<file path="src/rtl/ctmr_pkg.sv">
package ctmr_pkg;
  typedef enum logic [2:0] {
    MODE_PULSE = 3'd0,
    MODE_WAVE  = 3'd1,
    MODE_EVENT = 3'd2,
    MODE_CAPT  = 3'd3,
    MODE_WDOG  = 3'd4
  } ctmr_mode_e;
endpackage

</file>
<file path="src/rtl/ctmr_prescaler.sv">
module ctmr_prescaler #(
  parameter int PS_MIN = 4,
  parameter int PS_MAX = 280,
  parameter int PSW    = 9
) (
  input  logic           clk,
  input  logic           rst,
  input  logic           ps_we,
  input  logic [PSW-1:0] ps_div,
  output logic           tick
);
  localparam logic [PSW-1:0] MIN_V = PSW'(PS_MIN);
  localparam logic [PSW-1:0] MAX_V = PSW'(PS_MAX);

  logic [PSW-1:0] div_q;
  logic [PSW-1:0] cnt_q;
  logic           wrap;

  function automatic logic [PSW-1:0] clamp_div(input logic [PSW-1:0] v);
    if (v < MIN_V)      return MIN_V;
    else if (v > MAX_V) return MAX_V;
    else                return v;
  endfunction

  assign wrap = (cnt_q == div_q - 1'b1);

  always_ff @(posedge clk) begin
    if (rst) begin
      div_q <= MIN_V;
      cnt_q <= '0;
      tick  <= 1'b0;
    end else if (ps_we) begin
      div_q <= clamp_div(ps_div);
      cnt_q <= '0;
      tick  <= 1'b0;
    end else begin
      tick  <= wrap;
      cnt_q <= wrap ? '0 : cnt_q + 1'b1;
    end
  end

  assert_tick_gap_R1: assert property (@(posedge clk) disable iff (rst)
    tick |=> !tick);
  assert_div_range_R1: assert property (@(posedge clk) disable iff (rst)
    (div_q >= MIN_V) && (div_q <= MAX_V));
endmodule

</file>
<file path="src/rtl/ctmr_ctl_edge.sv">
module ctmr_ctl_edge (
  input  logic clk,
  input  logic rst,
  input  logic sel_pin,
  input  logic ctl_logic,
  input  logic ctl_pin,
  output logic level,
  output logic rise
);
  logic prev_q;

  assign level = sel_pin ? ctl_pin : ctl_logic;
  assign rise  = level & ~prev_q;

  always_ff @(posedge clk) begin
    if (rst) prev_q <= 1'b0;
    else     prev_q <= level;
  end
endmodule

</file>
<file path="src/rtl/ctmr_channel.sv">
module ctmr_channel
  import ctmr_pkg::*;
#(
  parameter int W = 16
) (
  input  logic         clk,
  input  logic         rst,
  input  logic         tick,
  input  logic         cfg_we,
  input  logic [2:0]   cfg_mode,
  input  logic         cfg_down,
  input  logic         cfg_src_pin,
  input  logic [W-1:0] cfg_preload,
  input  logic         ctl_logic,
  input  logic         ctl_pin,
  input  logic         flag_clr,
  output logic [W-1:0] count,
  output logic [W-1:0] capture,
  output logic         tc_flag,
  output logic         wd_pulse
);
  localparam logic [W-1:0] TOP = {W{1'b1}};

  logic [2:0]   mode_q;
  logic         down_q;
  logic         src_q;
  logic [W-1:0] pre_q;
  logic         run_q;
  logic         lvl, rise;
  logic [W-1:0] term, stepv, cnt_n;
  logic         at_term, run_n, set_flag, wd_set, cap_en;

  ctmr_ctl_edge u_edge (
    .clk      (clk),
    .rst      (rst),
    .sel_pin  (src_q),
    .ctl_logic(ctl_logic),
    .ctl_pin  (ctl_pin),
    .level    (lvl),
    .rise     (rise)
  );

  assign term    = down_q ? '0 : TOP;
  assign at_term = (count == term);
  assign stepv   = down_q ? count - 1'b1 : count + 1'b1;

  always_comb begin
    cnt_n    = count;
    run_n    = run_q;
    set_flag = 1'b0;
    wd_set   = 1'b0;
    cap_en   = 1'b0;
    case (mode_q)
      MODE_PULSE: if (tick && run_q && lvl) begin
        if (at_term) begin
          set_flag = 1'b1;
          run_n    = 1'b0;
        end else cnt_n = stepv;
      end
      MODE_WAVE: if (tick && run_q && lvl) begin
        if (at_term) begin
          set_flag = 1'b1;
          cnt_n    = pre_q;
        end else cnt_n = stepv;
      end
      MODE_EVENT: if (run_q && rise) begin
        if (at_term) begin
          set_flag = 1'b1;
          cnt_n    = pre_q;
        end else cnt_n = stepv;
      end
      MODE_CAPT: begin
        if (tick && run_q) cnt_n = stepv;
        if (run_q && rise) begin
          cap_en   = 1'b1;
          set_flag = 1'b1;
        end
      end
      MODE_WDOG: if (tick && run_q) begin
        if (at_term) begin
          set_flag = 1'b1;
          wd_set   = 1'b1;
          cnt_n    = pre_q;
        end else cnt_n = stepv;
      end
      default: ;
    endcase
  end

  always_ff @(posedge clk) begin
    if (rst) begin
      mode_q   <= MODE_PULSE;
      down_q   <= 1'b0;
      src_q    <= 1'b0;
      pre_q    <= '0;
      run_q    <= 1'b0;
      count    <= '0;
      capture  <= '0;
      tc_flag  <= 1'b0;
      wd_pulse <= 1'b0;
    end else begin
      if (cfg_we) begin
        mode_q   <= cfg_mode;
        down_q   <= cfg_down;
        src_q    <= cfg_src_pin;
        pre_q    <= cfg_preload;
        count    <= cfg_preload;
        run_q    <= 1'b1;
        wd_pulse <= 1'b0;
      end else begin
        count <= cnt_n;
        run_q <= run_n;
        if (tick) wd_pulse <= wd_set;
        if (cap_en) capture <= count;
      end
      if (set_flag && !cfg_we) tc_flag <= 1'b1;
      else if (flag_clr)       tc_flag <= 1'b0;
    end
  end

  assert_pulse_hold_R3: assert property (@(posedge clk) disable iff (rst)
    (mode_q == MODE_PULSE && !run_q && !cfg_we) |=> $stable(count));
  assert_wave_reload_R4: assert property (@(posedge clk) disable iff (rst)
    (mode_q == MODE_WAVE && run_q && tick && lvl && at_term && !cfg_we)
      |=> (count == $past(pre_q)));
  assert_event_still_R5: assert property (@(posedge clk) disable iff (rst)
    (mode_q == MODE_EVENT && !rise && !cfg_we) |=> $stable(count));
  assert_capture_flag_R6: assert property (@(posedge clk) disable iff (rst)
    (mode_q == MODE_CAPT && run_q && rise && !cfg_we) |=> tc_flag);
  assert_wd_mode_R7: assert property (@(posedge clk) disable iff (rst)
    wd_pulse |-> (mode_q == MODE_WDOG));
  assert_flag_sticky_R9: assert property (@(posedge clk) disable iff (rst)
    (tc_flag && !flag_clr) |=> tc_flag);
endmodule

</file>
<file path="src/rtl/ctmr_bank.sv">
module ctmr_bank #(
  parameter int NCH    = 4,
  parameter int W      = 16,
  parameter int PS_MIN = 4,
  parameter int PS_MAX = 280,
  parameter int WD_CH  = 3
) (
  input  logic                          clk,
  input  logic                          rst,
  input  logic                          ps_we,
  input  logic [$clog2(PS_MAX+1)-1:0]   ps_div,
  input  logic                          cfg_we,
  input  logic [$clog2(NCH)-1:0]        cfg_ch,
  input  logic [2:0]                    cfg_mode,
  input  logic                          cfg_down,
  input  logic                          cfg_src_pin,
  input  logic [W-1:0]                  cfg_preload,
  input  logic [NCH-1:0]                ctl_logic,
  input  logic [NCH-1:0]                ctl_pin,
  input  logic [NCH-1:0]                flag_clr,
  input  logic [$clog2(NCH)-1:0]        rd_ch,
  output logic [W-1:0]                  rd_count,
  output logic [W-1:0]                  rd_capture,
  output logic [NCH-1:0]                tc_flag,
  output logic                          wdog_out
);
  localparam int PSW = $clog2(PS_MAX+1);
  localparam int CW  = $clog2(NCH);

  logic           tick;
  logic [W-1:0]   cnt_a [NCH];
  logic [W-1:0]   cap_a [NCH];
  logic [NCH-1:0] wd_a;

  ctmr_prescaler #(.PS_MIN(PS_MIN), .PS_MAX(PS_MAX), .PSW(PSW)) u_ps (
    .clk   (clk),
    .rst   (rst),
    .ps_we (ps_we),
    .ps_div(ps_div),
    .tick  (tick)
  );

  for (genvar i = 0; i < NCH; i++) begin : g_ch
    ctmr_channel #(.W(W)) u_ch (
      .clk        (clk),
      .rst        (rst),
      .tick       (tick),
      .cfg_we     (cfg_we && (cfg_ch == CW'(i))),
      .cfg_mode   (cfg_mode),
      .cfg_down   (cfg_down),
      .cfg_src_pin(cfg_src_pin),
      .cfg_preload(cfg_preload),
      .ctl_logic  (ctl_logic[i]),
      .ctl_pin    (ctl_pin[i]),
      .flag_clr   (flag_clr[i]),
      .count      (cnt_a[i]),
      .capture    (cap_a[i]),
      .tc_flag    (tc_flag[i]),
      .wd_pulse   (wd_a[i])
    );
  end

  assign rd_count   = cnt_a[rd_ch];
  assign rd_capture = cap_a[rd_ch];
  assign wdog_out   = wd_a[WD_CH];

  assert_wd_flag_R7: assert property (@(posedge clk) disable iff (rst)
    $rose(wdog_out) |-> tc_flag[WD_CH]);
endmodule

</file>
<file path="config.mk">
export PLATFORM = sky130hd
export DESIGN_NAME = ctmr_bank
export DESIGN_NICKNAME = d
export VERILOG_FILES = /design/src/rtl/ctmr_pkg.sv /design/src/rtl/ctmr_prescaler.sv /design/src/rtl/ctmr_ctl_edge.sv /design/src/rtl/ctmr_channel.sv /design/src/rtl/ctmr_bank.sv
export SDC_FILE = /design/constraint.sdc
export NUM_CORES = 1
export LEC_CHECK = 0
export ABC_AREA = 1
export BUFFER_PORTS_ARGS = -buffer_cell sky130_fd_sc_hd__buf_2
export CAP_MARGIN = 20
export CORE_UTILIZATION = 30
export CTS_CLUSTER_DIAMETER = 30
export DETAILED_ROUTE_END_ITERATION = 7
export HOLD_SLACK_MARGIN = 0.1
export PLACE_DENSITY = 0.48
export SYNTH_ARGS = -nofsm -noshare
export SYNTH_HDL_FRONTEND = slang
export SYNTH_SLANG_ARGS = --single-unit
</file>
<file path="constraint.sdc">
create_clock -name clk -period 5.2 [get_ports clk]
set_input_delay 1.04 -clock clk [delete_from_list [all_inputs] [get_ports clk]]
set_output_delay 1.04 -clock clk [all_outputs]
set_load 0.005 [all_outputs]
</file>
==> reports/results.txt, run 1 <==
Async SR Flop Fraction -> 0%
share of power burned in the clock network -> 62.4%
ratio of cells with drive above 1 in the final layout -> 10.6%
Final ANT Viol Nets -> 0
clock transition time at the flip-flop clock pins of the worst setup and hold paths -> 40 ps
start of the worst register-to-register path -> g_ch[1].u_ch.down_q$_SDFFE_PP0P_
maximum number of pins on one net before global-route repair -> 87
Mapped Cells -> 2,479
ranking of synthesized cells by area -> dfxtp_1, nand2_1, nor2_1, a21oi_1, inv_1
area share of the largest cell type after synthesis -> 32.1%
Sequential Power Share -> 27.2%
Vias -> 16.3k
Avg Cell Area, Syn -> 6.13 sq um
final layout net count -> 2,682
initial antenna violation count -> 0
number of design rule violations left after detail routing -> 0
worst-case vdd ir drop -> 241 uV
largest fanout on the critical path -> 34
setup violators final -> 0
critical path, cell by cell -> buf_2, inv_1, buf_4, o21ai_0, o22ai_1, buf_2
Clock Tree Buf Depth -> 3
buffers inserted by post-CTS timing repair -> 0
final instance area -> 0.0189 sq mm
power dissipated by switching net loads -> 0.00207 W
outcome -> completed
sum of negative setup slack -> 0 ps
core region area -> 0.0501 sq mm
predominant post-synthesis flop cell -> dfxtp_1
global routing met1 resource utilization -> 30.6%
Commonest cells post-synth -> nand2_1, nor2_1, inv_1
synthesized flop and latch total -> 244
Fin Clk Skew -> 32.7 ps
HPWL Detailed -> 44,100 um
worst slack on hold paths -> 460 ps
Achievable Freq -> 263 MHz
number of port buffers -> 86
# placed instances -> 3,165
cell family with most CP delay -> buffers and inverters
CTS root buffer -> clkbuf_16
number of optimization iterations in the first detailed-route pass -> 5
mean routed wirelength per cell -> 17.9 um
layout-stage area growth over the synthesis result -> 24.1%
diodes inserted -> 0
die height -> 227 um
minimum clock period after layout -> 3800 ps
count of pins over their slew limit -> 0
number of top-level design ports -> 87
routed wire length -> 59,200 um
initial detailed-routing violation count -> 1,208
Inserted Clock Buffers -> 75
CTS tree -> done
Sw Share -> 27.1%
starting utilization of the core area -> 30.4%
adder-cell area share of the yosys netlist -> 5.30%
met3 Resource Use GR -> 3.46%
sequential area share after synthesis -> 32.1%
number of fill cells in the layout -> 5,501
final number of hold-violating endpoints -> 0
number of synthesized flops with an enable pin -> 0
count of hold buffers inserted by post-cts repair -> 0
YS warnings -> 0
reported max-cap violation count -> 0
critical path data required time -> 4160 ps
GRT busiest layer -> met2
global-route wire length before repair -> 90,200 um
Least-Margin Pin Slew -> 1040 ps
most numerous cell in the Yosys netlist -> nand2_1
cell internal power dissipation -> 0.00558 W
Clock Sinks -> 244
number of H-tree branching levels -> 3
critical path data arrival time -> 2760 ps
slowest stage cell on the critical path -> inv_1
most repeated library cell on the critical path -> buf_2
post-synthesis mux area share -> 0%
Syn Nets -> 2,591
main combinational cell family by area after synthesis -> simple AND/OR/NAND/NOR gates
met2 layer usage reported by global route -> 37.7%
placed inst area -> 0.0162 sq mm
Via density -> 4.92
XOR/XNOR share of the synthesized area -> 1.38%
Layout Cells excl Fill -> 3,300
post-synthesis share of cell area spent on and, or, nand and nor gates -> 35.6%
kind of end point of the critical path -> output pin
via count of the first global-routing pass -> 15.2k
die area -> 0.0516 sq mm
# resized after CTS -> 0
class of the most critical setup path -> in -> out
number of different library cells in the post-synthesis netlist -> 43
post-route core utilization -> 37.7%
number of buffer and inverter stages on the critical path -> 4
startpoint of the tightest hold check path -> g_ch[2].u_ch.tc_flag$_SDFFE_PP0P_
combinational share of power -> 10.4%
LEAKAGE -> 9.06 nW
CP startpoint kind -> input pin
post-synthesis cell type with the largest combined area -> dfxtp_1
power density relative to cell area -> 405 mW/mm^2
Total Routing Usage GR -> 23.2%
compound-cell area share of the yosys netlist -> 15.8%
synthesized area -> 0.0152 sq mm
worst relative slew slack -> 30.7%
floorplan row count -> 82
Final Cycle Share -> 73.0%
worst min-delay path category -> reg -> reg
setup repair after global routing missed its margin -> false
insertion delay to the later sink of the worst-skew pair -> 600 ps
residual overflow from global routing -> 0
crit-path max cell delay -> 740 ps
gpl congestion -> 0.905
Critical path origin -> rd_ch[1]
width of the die -> 227 um
cell families after synthesis:
logic type | count (synthesis)
xor gates and xnor gates | 24
DFF | 244
buffers and inverters | 376
and+or+nand+nor | 1309
AOI/OAI and AO/OA | 464
adders and majority gates | 62
area by class of cell:
type	count	area, sq um	share of cell area, %
multi-input cells	1859	8820	46.7
flip-flops and latches	244	4880	25.9
clock buffers	96	2080	11.0
inverters	287	1080	5.71
well taps	672	841	4.46
clock inverters	39	612	3.24
repair buffers	103	561	2.97
power groups by stage:
stage	sequential [W]	combinational, W	clock (W)
4_1_cts	0.00208	0.000798	0.00483
3_3_place_gp	0.00211	0.000788	0
3_5_place_dp	0.00211	0.000793	0
2_1_floorplan	0.00204	0.000552	0
5_1_grt	0.00208	0.000900	0.00495
6_report	0.00208	0.000797	0.00477
worst paths after layout:
path	endpoint	slack (ps)	cells after the start
min reg2reg	g_ch[2].u_ch.tc_flag$_SDFFE_PP0P_	460	2
min	g_ch[2].u_ch.tc_flag$_SDFFE_PP0P_	460	2
max	rd_capture[10]	1400	6
max reg2reg	g_ch[1].u_ch.count[2]$_SDFFE_PP0P_	1970	12
metal layers:
metal	up-vias	share of wire, %
li1	8205	-
met1	7568	46
met2	392	46
met3	86	5.0
met4	0	3.3
met5	-	0
metrics by stage:
step / worst slack (ps) / power [W]
6_report: 1400 / 0.00765
3_3_place_gp: 1510 / 0.00290
2_1_floorplan: 2120 / 0.00259
5_1_grt: 1270 / 0.00794
3_5_place_dp: 1480 / 0.00290
4_1_cts: 1470 / 0.00771
sequential cells by signal, indices dropped and copies added, names as in the netlist:
| register | cells |
|---|---|
| g_ch.u_ch.down_q | 4 |
| g_ch.u_ch.tc_flag | 4 |
| u_ps.cnt_q | 9 |
| g_ch.u_ch.wd_pulse | 1 |
| g_ch.u_ch.u_edge.prev_q | 4 |
| g_ch.u_ch.pre_q | 64 |
| g_ch.u_ch.src_q | 4 |
| u_ps.tick | 1 |
| g_ch.u_ch.count | 64 |
| g_ch.u_ch.mode_q | 12 |
| u_ps.div_q | 9 |
| g_ch.u_ch.capture | 64 |
| g_ch.u_ch.run_q | 4 |
tightest hold or removal path, delay by kind of cell (launching register included):
kind / cells / cell delay (ps)
compound gates: 1 / 50
simple gates: 1 / 60
flops: 1 / 300
cells in the final DEF (no fill, tap or decap), types with 12 or more instances in the layout:
cell type,instances
a21oi_1,230
buf_2,85
buf_4,18
clkbuf_16,75
clkbuf_8,12
clkinv_2,15
dfxtp_1,244
ha_1,58
inv_1,277
nand2_1,710
nand3_1,178
nand4_1,20
nor2_1,330
nor3_1,17
o21ai_0,188
o22ai_1,23
xor2_1,16
Note: power is estimated with default switching activity, not from simulation.
==> inputs of run 2 (changes only) <==
--- a/config.mk
+++ b/config.mk
@@ -12,7 +12,7 @@
 export CTS_CLUSTER_DIAMETER = 30
 export DETAILED_ROUTE_END_ITERATION = 7
 export HOLD_SLACK_MARGIN = 0.1
-export PLACE_DENSITY = 0.48
+export PLACE_DENSITY = 0.5
 export SYNTH_ARGS = -nofsm -noshare
 export SYNTH_HDL_FRONTEND = slang
 export SYNTH_SLANG_ARGS = --single-unit
==> constraint.sdc (replaced) <==
create_clock -name clk -period 3.2 [get_ports clk]
set_input_delay 0.64 -clock clk [delete_from_list [all_inputs] [get_ports clk]]
set_output_delay 0.64 -clock clk [all_outputs]
set_load 0.005 [all_outputs]
==> run 2 against run 1 <==
  * Global-route usage shrank 0.13 points
  * Non-clock buffer count grew 40
  * Setup slack lost 950 ps
  * Clock-buffer cell count shrank 2
  * Core utilization grew 0.33 points
  * Die area is the same
  * Register-to-register slack lost 1500 ps
  * Final area grew 0.88%
  * Critical path type is now reg -> reg
  * Largest power group unchanged
  * Highest routed layer unchanged
==> reports/results.txt, run 2 (synthesis results as in run 1) <==
outcome -> completed
met2 wire length -> 26,400 um
final number of hold-violating endpoints -> 0
Total Routing Usage GR -> 23.0%
layout-stage area growth over the synthesis result -> 25.2%
gpl congestion -> 0.898
residual overflow from global routing -> 0
Routed met3 length -> 3160 um
sum of negative setup slack -> 0 ps
Inserted Clock Buffers -> 73
routed wire length -> 58,800 um
Fin Clk Skew -> 34.8 ps
setup repair after global routing missed its margin -> false
initial antenna violation count -> 1
commonest cells after routing, fill and taps aside -> nand2_1, nor2_1, inv_1
number of H-tree branching levels -> 3
mean routed wirelength per cell -> 17.6 um
Least-Margin Pin Slew -> 760 ps
CP startpoint kind -> register
number of fill cells in the layout -> 5,506
minimum clock period after layout -> 2750 ps
Achievable Freq -> 364 MHz
number of top-level design ports -> 87
width of the die -> 227 um
slowest stage cell on the critical path -> dfxtp_1
critical path, cell by cell -> ha_1, nand2_1, nor2_1, nand2_1, inv_1, nand4_1, nand3_2, nand2_2, inv_2, nor2_1, a21oi_1
Vias -> 16.5k
worst relative slew slack -> 49.2%
buffers inserted by post-CTS timing repair -> 0
largest fanout on the critical path -> 17
class of the most critical setup path -> reg -> reg
core region area -> 0.0501 sq mm
largest registers ranked by flip-flop count -> g_ch.u_ch.capture x64, g_ch.u_ch.count x64, g_ch.u_ch.pre_q x64
floorplan row count -> 82
via count of the first global-routing pass -> 15.8k
sum of routed wire segments on met1 -> 27,100 um
CTS root buffer -> clkbuf_16
HPWL Detailed -> 44,500 um
global-route wire length before repair -> 90,800 um
power density relative to cell area -> 638 mW/mm^2
worst-case vdd ir drop -> 358 uV
number of port buffers -> 86
Final ANT Viol Nets -> 0
count of hold buffers inserted by post-cts repair -> 0
number of design rule violations left after detail routing -> 0
most common library cell in the layout ignoring fill and taps -> nand2_1
die area -> 0.0516 sq mm
diodes inserted -> 0
critical path data required time -> 3660 ps
die height -> 227 um
CTS tree -> done
clock transition time at the flip-flop clock pins of the worst setup and hold paths -> 40 ps
# resized after CTS -> 0
worst min-delay path category -> in -> reg
Clock Sinks -> 244
Via density -> 4.95
critical path data arrival time -> 3210 ps
count of pins over their slew limit -> 0
starting utilization of the core area -> 30.4%
uppermost layer routed -> met4
LEAKAGE -> 9.19 nW
crit-path max cell delay -> 730 ps
initial detailed-routing violation count -> 1,286
kind of end point of the critical path -> register
final layout net count -> 2,720
Clock Tree Buf Depth -> 3
number of optimization iterations in the first detailed-route pass -> 5
PnR Total Power -> 0.0121 W
insertion delay to the later sink of the worst-skew pair -> 590 ps
reported max-cap violation count -> 0
maximum number of pins on one net before global-route repair -> 65
setup violators final -> 0
Final Cycle Share -> 85.9%
ratio of cells with drive above 1 in the final layout -> 11.8%
run 2: cell count changes in the layout (fill, tap and decap cells not counted):
| cell | change |
|---|---|
| clkinv_4 | +1 |
| clkinv_16 | -3 |
| inv_6 | +3 |
| buf_6 | +1 |
| bufinv_16 | -1 |
| buf_4 | +38 |
| clkinvlp_4 | +2 |
| clkinv_2 | -3 |
| clkbuf_16 | -2 |
| clkinv_8 | -1 |
| buf_12 | +1 |
run 2: power breakdown:
part           internal, W  switching [W]
logic             0.000457       0.000942
clock network      0.00524        0.00218
registers          0.00317       0.000153
run 2: per-stage QoR:
| stage | util, % | worst slack, ps | cell area, sq um | instances | hold slack, ps |
|---|---|---|---|---|---|
| floorplan | - | 920 | 15200 | 2479 | 440 |
| global placement | 32.9 | 290 | 16500 | 3204 | 451 |
| detailed placement | 32.9 | 162 | 16500 | 3204 | 454 |
| CTS | 38.0 | 457 | 19000 | 3335 | 265 |
| global route | 38.0 | 286 | 19000 | 3336 | 277 |
| finish | 38.0 | 451 | 19000 | 3336 | 297 |
run 2: area by class of cell:
type	count	area (sq um)	area share (%)
clock inverter	37	510	2.68
multi-input combinational	1859	8820	46.3
sequential	244	4880	25.7
tap	672	841	4.42
clock buffer	94	2030	10.6
inverter	287	1080	5.67
timing repair buffer	143	877	4.61
run 2: routing by layer:
metal / track usage (%) / vias to the layer above
met5: 0 / -
met3: 3.81 / 127
met2: 36.9 / 468
met1: 30.8 / 7661
met4: 9.01 / 0
li1: - / 8270
run 2: worst paths after layout:
kind,slack [ps],to,cells past startpoint,from
max,450,g_ch[2].u_ch.count[8]$_SDFFE_PP0P_,11,g_ch[2].u_ch.down_q$_SDFFE_PP0P_
min,300,g_ch[1].u_ch.count[13]$_SDFFE_PP0P_,2,rst
max reg2reg,450,g_ch[2].u_ch.count[8]$_SDFFE_PP0P_,11,g_ch[2].u_ch.down_q$_SDFFE_PP0P_
min reg2reg,460,g_ch[3].u_ch.pre_q[13]$_SDFFE_PP0P_,2,g_ch[3].u_ch.pre_q[13]$_SDFFE_PP0P_
run 2: worst max-delay path: cells and delay by family (launching register included):
kind                     cells  cell delay [ps]
AND/OR/NAND/NOR              7             1160
flip-flops                   1              730
adder cells (fa/ha/maj)      1              410
buffers and inverters        2              230
AO/OA/AOI/OAI                1               70
